--- src/rtl/hcu_pkg.sv ---
package hcu_pkg;

  typedef enum logic [1:0] {
    FWD_RF  = 2'b00,
    FWD_WB  = 2'b01,
    FWD_MEM = 2'b10
  } fwd_sel_e;

  localparam int unsigned HCU_NUM_OPND = 2;

endpackage

--- src/rtl/hcu_stage_track.sv ---
module hcu_stage_track #(
  parameter int unsigned ADDR_W = 5
) (
  input  logic              clk,
  input  logic              rst_n,
  input  logic [ADDR_W-1:0] id_rs,
  input  logic [ADDR_W-1:0] id_rt,
  input  logic [ADDR_W-1:0] id_dst,
  input  logic              id_regwrite,
  input  logic              id_memread,
  input  logic              insert_bubble,
  output logic [ADDR_W-1:0] ex_rs,
  output logic [ADDR_W-1:0] ex_rt,
  output logic [ADDR_W-1:0] ex_dst,
  output logic              ex_regwrite,
  output logic              ex_memread,
  output logic [ADDR_W-1:0] mem_dst,
  output logic              mem_regwrite,
  output logic [ADDR_W-1:0] wb_dst,
  output logic              wb_regwrite
);

  logic [ADDR_W-1:0] ex_rs_d, ex_rt_d, ex_dst_d, mem_dst_d, wb_dst_d;
  logic              ex_rw_d, ex_mr_d, mem_rw_d, wb_rw_d;
  logic              adv_en;

  // the tracked latches advance every cycle; a stall only changes what enters execute
  assign adv_en = 1'b1;

  always_comb begin
    ex_rs_d   = id_rs;
    ex_rt_d   = id_rt;
    ex_dst_d  = id_dst;
    ex_rw_d   = id_regwrite;
    ex_mr_d   = id_memread;
    if (insert_bubble) begin
      ex_rs_d  = '0;
      ex_rt_d  = '0;
      ex_dst_d = '0;
      ex_rw_d  = 1'b0;
      ex_mr_d  = 1'b0;
    end
    mem_dst_d = ex_dst;
    mem_rw_d  = ex_regwrite;
    wb_dst_d  = mem_dst;
    wb_rw_d   = mem_regwrite;
  end

  always_ff @(posedge clk or negedge rst_n) begin
    if (!rst_n) begin
      ex_rs        <= '0;
      ex_rt        <= '0;
      ex_dst       <= '0;
      ex_regwrite  <= 1'b0;
      ex_memread   <= 1'b0;
      mem_dst      <= '0;
      mem_regwrite <= 1'b0;
      wb_dst       <= '0;
      wb_regwrite  <= 1'b0;
    end else if (adv_en) begin
      ex_rs        <= ex_rs_d;
      ex_rt        <= ex_rt_d;
      ex_dst       <= ex_dst_d;
      ex_regwrite  <= ex_rw_d;
      ex_memread   <= ex_mr_d;
      mem_dst      <= mem_dst_d;
      mem_regwrite <= mem_rw_d;
      wb_dst       <= wb_dst_d;
      wb_regwrite  <= wb_rw_d;
    end
  end

endmodule

--- src/rtl/hcu_bypass_pick.sv ---
module hcu_bypass_pick
  import hcu_pkg::*;
#(
  parameter int unsigned ADDR_W = 5
) (
  input  logic [ADDR_W-1:0] src,
  input  logic [ADDR_W-1:0] mem_dst,
  input  logic              mem_regwrite,
  input  logic [ADDR_W-1:0] wb_dst,
  input  logic              wb_regwrite,
  output fwd_sel_e          sel
);

  logic mem_hit, wb_hit;

  assign mem_hit = mem_regwrite && (mem_dst != '0) && (mem_dst == src);
  assign wb_hit  = wb_regwrite  && (wb_dst  != '0) && (wb_dst  == src);

  always_comb begin
    if (mem_hit)     sel = FWD_MEM;
    else if (wb_hit) sel = FWD_WB;
    else             sel = FWD_RF;
  end

endmodule

--- src/rtl/hcu_load_use.sv ---
module hcu_load_use #(
  parameter int unsigned ADDR_W = 5
) (
  input  logic              ex_memread,
  input  logic [ADDR_W-1:0] ex_dst,
  input  logic [ADDR_W-1:0] id_rs,
  input  logic [ADDR_W-1:0] id_rt,
  output logic              stall
);

  logic dst_live, src_hit;

  assign dst_live = ex_memread && (ex_dst != '0);
  assign src_hit  = (ex_dst == id_rs) || (ex_dst == id_rt);
  assign stall    = dst_live && src_hit;

endmodule

--- src/rtl/hazard_ctrl_unit.sv ---
module hazard_ctrl_unit
  import hcu_pkg::*;
#(
  parameter int unsigned ADDR_W = 5
) (
  input  logic              clk,
  input  logic              rst_n,
  input  logic [ADDR_W-1:0] id_rs,
  input  logic [ADDR_W-1:0] id_rt,
  input  logic [ADDR_W-1:0] id_dst,
  input  logic              id_regwrite,
  input  logic              id_memread,
  input  logic              id_branch,
  input  logic              id_br_equal,
  output logic [1:0]        fwd_a,
  output logic [1:0]        fwd_b,
  output logic              pc_we,
  output logic              ifid_we,
  output logic              idex_bubble,
  output logic              if_flush
);

  localparam int unsigned NOPND = HCU_NUM_OPND;

  logic [ADDR_W-1:0] ex_rs, ex_rt, ex_dst, mem_dst, wb_dst;
  logic              ex_regwrite, ex_memread, mem_regwrite, wb_regwrite;
  logic              stall;
  logic [ADDR_W-1:0] opnd_src [NOPND];
  fwd_sel_e          opnd_sel [NOPND];

  hcu_stage_track #(.ADDR_W(ADDR_W)) u_track (
    .clk          (clk),
    .rst_n        (rst_n),
    .id_rs        (id_rs),
    .id_rt        (id_rt),
    .id_dst       (id_dst),
    .id_regwrite  (id_regwrite),
    .id_memread   (id_memread),
    .insert_bubble(stall),
    .ex_rs        (ex_rs),
    .ex_rt        (ex_rt),
    .ex_dst       (ex_dst),
    .ex_regwrite  (ex_regwrite),
    .ex_memread   (ex_memread),
    .mem_dst      (mem_dst),
    .mem_regwrite (mem_regwrite),
    .wb_dst       (wb_dst),
    .wb_regwrite  (wb_regwrite)
  );

  assign opnd_src[0] = ex_rs;
  assign opnd_src[1] = ex_rt;

  for (genvar g = 0; g < NOPND; g++) begin : g_opnd
    hcu_bypass_pick #(.ADDR_W(ADDR_W)) u_pick (
      .src         (opnd_src[g]),
      .mem_dst     (mem_dst),
      .mem_regwrite(mem_regwrite),
      .wb_dst      (wb_dst),
      .wb_regwrite (wb_regwrite),
      .sel         (opnd_sel[g])
    );
  end

  hcu_load_use #(.ADDR_W(ADDR_W)) u_lu (
    .ex_memread(ex_memread),
    .ex_dst    (ex_dst),
    .id_rs     (id_rs),
    .id_rt     (id_rt),
    .stall     (stall)
  );

  // execute-stage write bit is not a hazard source here: results come from the latches behind it
  logic unused_ok;
  assign unused_ok = ex_regwrite;

  assign fwd_a       = opnd_sel[0];
  assign fwd_b       = opnd_sel[1];
  assign pc_we       = !stall;
  assign ifid_we     = !stall;
  assign idex_bubble = stall;
  // a held branch may compare stale operands, so the stall wins over the flush
  assign if_flush    = id_branch && id_br_equal && !stall;

endmodule

--- config.mk ---
export PLATFORM = sky130hd
export DESIGN_NAME = hazard_ctrl_unit
export DESIGN_NICKNAME = d
export VERILOG_FILES = /design/src/rtl/hcu_pkg.sv /design/src/rtl/hcu_stage_track.sv /design/src/rtl/hcu_bypass_pick.sv /design/src/rtl/hcu_load_use.sv /design/src/rtl/hazard_ctrl_unit.sv
export SDC_FILE = /design/constraint.sdc
export NUM_CORES = 1
export LEC_CHECK = 0
export CORE_ASPECT_RATIO = 0.6
export CORE_MARGIN = 5
export CORE_UTILIZATION = 36
export DETAILED_ROUTE_END_ITERATION = 16
export SETUP_SLACK_MARGIN = 0.05
export SYNTH_ARGS = -nofsm -noshare
export SYNTH_HDL_FRONTEND = slang
export SYNTH_SLANG_ARGS = --single-unit
--- constraint.sdc ---
create_clock -name clk -period 5.7 [get_ports clk]
set_input_delay 1.425 -clock clk [delete_from_list [all_inputs] [get_ports clk]]
set_output_delay 1.425 -clock clk [all_outputs]
set_load 0.02 [all_outputs]
== Yosys cells after proc, flatten, opt, wreduce, memory -nomap -nowiden ==
Cells that the tools add are included.

* Register bits after elaboration: 29
* Word-level logic and storage cells: 39

* Equality and inequality tests: 6
* Multiplexer cells: 9
* Reductions and logical operators: 15

{| class="wikitable"
|+ Operators with widths
! cell !! count
|-
| $eq 5x5->1 || 6
|-
| $mux 5 || 3
|-
| $reduce_bool 5->1 || 3
|-
| $logic_and 1x1->1 || 10
|-
| $mux 1 || 4
|-
| $mux 2 || 2
|-
| $logic_not 1->1 || 1
|-
| $logic_or 1x1->1 || 1
|}

== Logic depth before layout (Yosys ltp) ==
Gate-level depths: netlist (run 1).

* Word-level depth: 5
* Gate-level depth with buffers: 6
* Mapped depth without buffers: 4

== Hierarchy ==
From an unflattened synthesis (run 1), not the netlist that was laid out.

* Cells, all modules: 109
* Area, all modules: 1,323.8 sq um

{| class="wikitable"
|+ By module, submodules not included
! module !! times used !! cells each !! area an instance (sq um)
|-
| hcu_stage_track || 1 || 47 || 860.8
|-
| hcu_bypass_pick || 2 || 21 || 158.9
|-
| hcu_load_use || 1 || 17 || 125.1
|-
| hazard_ctrl_unit || 1 || 3 || 20.0
|}

== Least setup slack after synthesis (run 1) ==
No wires, ideal clock.

* Path type: input -> output
* From: in id_rt[4]
* To: out pc_we
* Arrival time: 2.514 ns
* Slack: 1.761 ns
* Stages: 6
* Buffers on the path: 2
* Cell sequence: xnor2_1 -> nand3_1 -> o22ai_1 -> clkbuf_1 -> nand2_1 -> buf_4

* Cells in the longest elaborated chain, start to end: 4

{| class="wikitable"
|+ Ends and longest elaborated chain
! item !! RTL line !! source
|-
| from (decl) || hazard_ctrl_unit.sv:9 || <nowiki>input logic [ADDR_W-1:0] id_rt,</nowiki>
|-
| $eq 5x5->1 || hcu_load_use.sv:14 || <nowiki>assign src_hit = (ex_dst == id_rs) || (ex_dst == id_rt);</nowiki>
|-
| $logic_or 1x1->1 || hcu_load_use.sv:14 ||
|-
| $logic_and 1x1->1 || hcu_load_use.sv:15 || <nowiki>assign stall = dst_live && src_hit;</nowiki>
|-
| $logic_not 1->1 || - ||
|-
| to (decl) || hazard_ctrl_unit.sv:17 || <nowiki>output logic pc_we,</nowiki>
|}

No other way between the ends.

== Worst setup path in the final report (run 1) ==
* From: in id_rt[4]
* To: out idex_bubble

* Cells in the longest elaborated chain, start to end: 3

{| class="wikitable"
|+ Ends and longest elaborated chain
! item !! RTL line !! source
|-
| $eq 5x5->1 || hcu_load_use.sv:14 ||
|-
| $logic_or 1x1->1 || hcu_load_use.sv:14 ||
|-
| $logic_and 1x1->1 || hcu_load_use.sv:15 ||
|-
| to (decl) || hazard_ctrl_unit.sv:19 || <nowiki>output logic idex_bubble,</nowiki>
|}

No other way between the ends.

==> run_results.csv, run 1 <==
group,metric,value,unit
global_route,grt_max_degree,30,
timing,finClkSkew,3.56,ps
clock_network,cts-htree-levels,2,
layout,insertedDiodeCount,0,
worst_setup_path,arrival,3580,ps
timing,fmax,200,MHz
worst_setup_path,cp-start-kind,"input port",
clock_network,cts.repair.resized,0,
clock_network,numCtsBuffers,5,
global_route,grt_use_total,12.2,%
synthesis,ys_warn_count,0,
synthesis,synth.distinct_cells,18,
worst_setup_path,worstSetupPathType,"input port to output pin",
timing,slew_headroom,51.3,%
drt,vias,833,
drt,drc_errors,0,
power,power,0.471,mW
drt,vias_per_cell,4.60,
clock_network,postCtsHoldBufs,0,
worst_setup_path,critPathMostFrequentCell,"clkdlybuf4s50_1",
synthesis,synth-main-ff-cell,"dfrtp_1",
synthesis,synth_edf_count,0,
timing,setup_viol,0,
placement,post-place-ws,733,ps
drt,antenna_left,0,
power,peakVddDrop,114,uV
drt,wl_per_cell,14.6,um
power,p_per_area,277,mW/mm^2
timing,final.period_utilization,87.8,%
clock_network,cts_tree,"yes",
global_route,grt_pass1_vias,924,
status,status,"complete, no violations",
drt,drtPass1Iterations,3,
power,leakage,0.679,nW
global_route,grt_overflow,0,
floorplanning,top_level_ports,29,
timing,fin_crit,5000,ps
floorplanning,start_util,38.8,%
worst_setup_path,crit_buf_inv,2,
timing,rsz0062_at_grt,"no",
synthesis,postSynthAreaPerCell,12.3,um^2
worst_setup_path,cp_cell_sequence,"clkdlybuf4s50_1 -> xnor2_1 -> nand3_1 -> o22ai_1 -> and2_1 -> clkdlybuf4s50_1",
floorplanning,num_rows,16,
timing,hold_violations,0,
timing,worst_slew_pin_slew,730,ps
timing,finalWorstSetupSlack,696,ps
synthesis,ys_ff_latch,29,
floorplanning,core,0.00336,mm^2
worst_setup_path,cp_max_fo,9,
placement,portBuffers,28,
global_route,antenna_found_initial,0,
synthesis,seq_area_frac_synth,55.6,%
worst_setup_path,crit_required,4280,ps
clock_network,clock-sinks,29,
clock_network,clock_path_buffers,2,
placement,gp_congestion,0.783,
timing,fin_tns_setup,0,ps
layout,drive_gt1_share,8.09,%
hold_path,holdCritPathClass,"register to register",
timing,maxSlewViolCount,0,
layout,area_growth,30.5,%
worst_setup_path,end_kind,"output pin",
floorplanning,chipHeight,56.6,um
worst_setup_path,cp_slowest_cell,"clkdlybuf4s50_1",
floorplanning,die_area,0.00497,mm^2
clock_network,cts_setup_buffers,0,
synthesis,synth_area,0.00131,mm^2
placement,place_hpwl,2050,um
worst_setup_path,slowest_delay,610,ps
global_route,grt_pass1_wl,4580,um
floorplanning,dieWidth,87.7,um
clock_network,cts.clk_slew.worst_paths,60,ps
layout,nets,157,
drt,wirelength,2650,um
clock_network,insertion_delay,280,ps
synthesis,synth-async-reset-ratio,100,%
synthesis,synth_cells,106,
worst_setup_path,cp_top_family,"buffers and inverters",
drt,drt-initial-drc-count,22,
synthesis,syn-num-nets,127,
job,drv_cap,0,
clock_network,cts-root-buf,"clkbuf_8",
==> worst register-to-register path, cell delays in order, from the launching register on <==
cell and delay (ps):
dfrtp_1 430, xnor2_1 180, nand3_1 90, o22ai_1 590, buf_4 310, a21boi_1 90
==> synth_stat cells (2+ instances only) <==
library cell	n	area [um^2]
buf_2	2	10.0
a21boi_1	17	128
nand3_1	4	20.0
dfrtp_1	29	726
nand2_1	4	15.0
nor4_1	2	12.5
buf_4	3	22.5
or4_1	5	37.5
xnor2_1	16	140
clkbuf_1	2	7.51
nor4_2	2	25.0
xor2_1	14	123
==> registers in the layout, summed over array words and instances, names as in the netlist <==
name                  flops
u_track.mem_regwrite      1
u_track.wb_dst            5
u_track.ex_dst            5
u_track.ex_regwrite       1
u_track.wb_regwrite       1
u_track.ex_rs             5
u_track.ex_memread        1
u_track.mem_dst           5
u_track.ex_rt             5
==> placed cells by master (no fill, tap or decap), types with 2 or more instances in the layout <==
cell type / instances
xor2_1: 14
buf_4: 2
or4_1: 5
clkbuf_8: 6
clkdlybuf4s50_1: 28
nor4_2: 2
nand3_1: 4
dfrtp_1: 29
xnor2_1: 16
nand2_1: 4
a21boi_1: 17
nor4_1: 2
==> layer usage <==
metal / wire length [um] / global-route usage [%]
met2: 1110 / 16.5
met5: 0 / 0
met1: 1320 / 17.0
met4: 12 / 3.28
met3: 208 / 6.29
==> cell families after synthesis <==
| family | after synthesis | share of synthesized area, % |
|---|---|---|
| xor+xnor | 30 | 20.1 |
| flops | 29 | 55.6 |
| compound gates | 22 | 12.3 |
| simple gates | 18 | 8.92 |
| buf+inv | 7 | 3.07 |
==> where the power goes <==
part / internal [mW] / switching, mW / total (mW)
sequential: 0.220 / 0.0155 / 0.236
clock: 0.0955 / 0.0735 / 0.169
combinational: 0.0380 / 0.0288 / 0.0668
total: 0.354 / 0.118 / 0.471
==> final cells by class <==
cell class | count | area (um^2)
multi-input cells | 70 | 539
clock buffers | 7 | 86.3
repair buffers | 30 | 295
well taps | 45 | 56.3
fillers | 302 | 1660
flip-flops and latches | 29 | 726
==> metrics by stage <==
stage	instance area (um^2)	hold slack, ps	util [%]	std cells
finish	1700	355	50.6	181
global route	1700	364	50.6	181
CTS	1700	355	50.6	181
detailed placement	1620	343	48.1	174
global placement	1620	359	48.1	174
floorplan	1310	331	-	106
==> worst paths after layout <==
path	start	end	slack (ps)	depth (start not counted)
max	id_rt[4]	idex_bubble	700	6
min	u_track.ex_regwrite	u_track.mem_regwrite	350	0
max reg2reg	u_track.ex_dst[2]	u_track.ex_dst[0]	3870	5
min reg2reg	u_track.ex_regwrite	u_track.mem_regwrite	350	0
max in group asynchronous	rst_n	u_track.ex_dst[4]	3910	2
min in group asynchronous	rst_n	u_track.wb_dst[1]	1530	2
(Power assumes the default switching activity.)
==> run 2, diff against run 1 <==
GPL_ROUTABILITY_DRIVEN = 0   (was default)
==> results of run 2 <==
No change in the layout: final DEF, timing and power equal those of run 1.
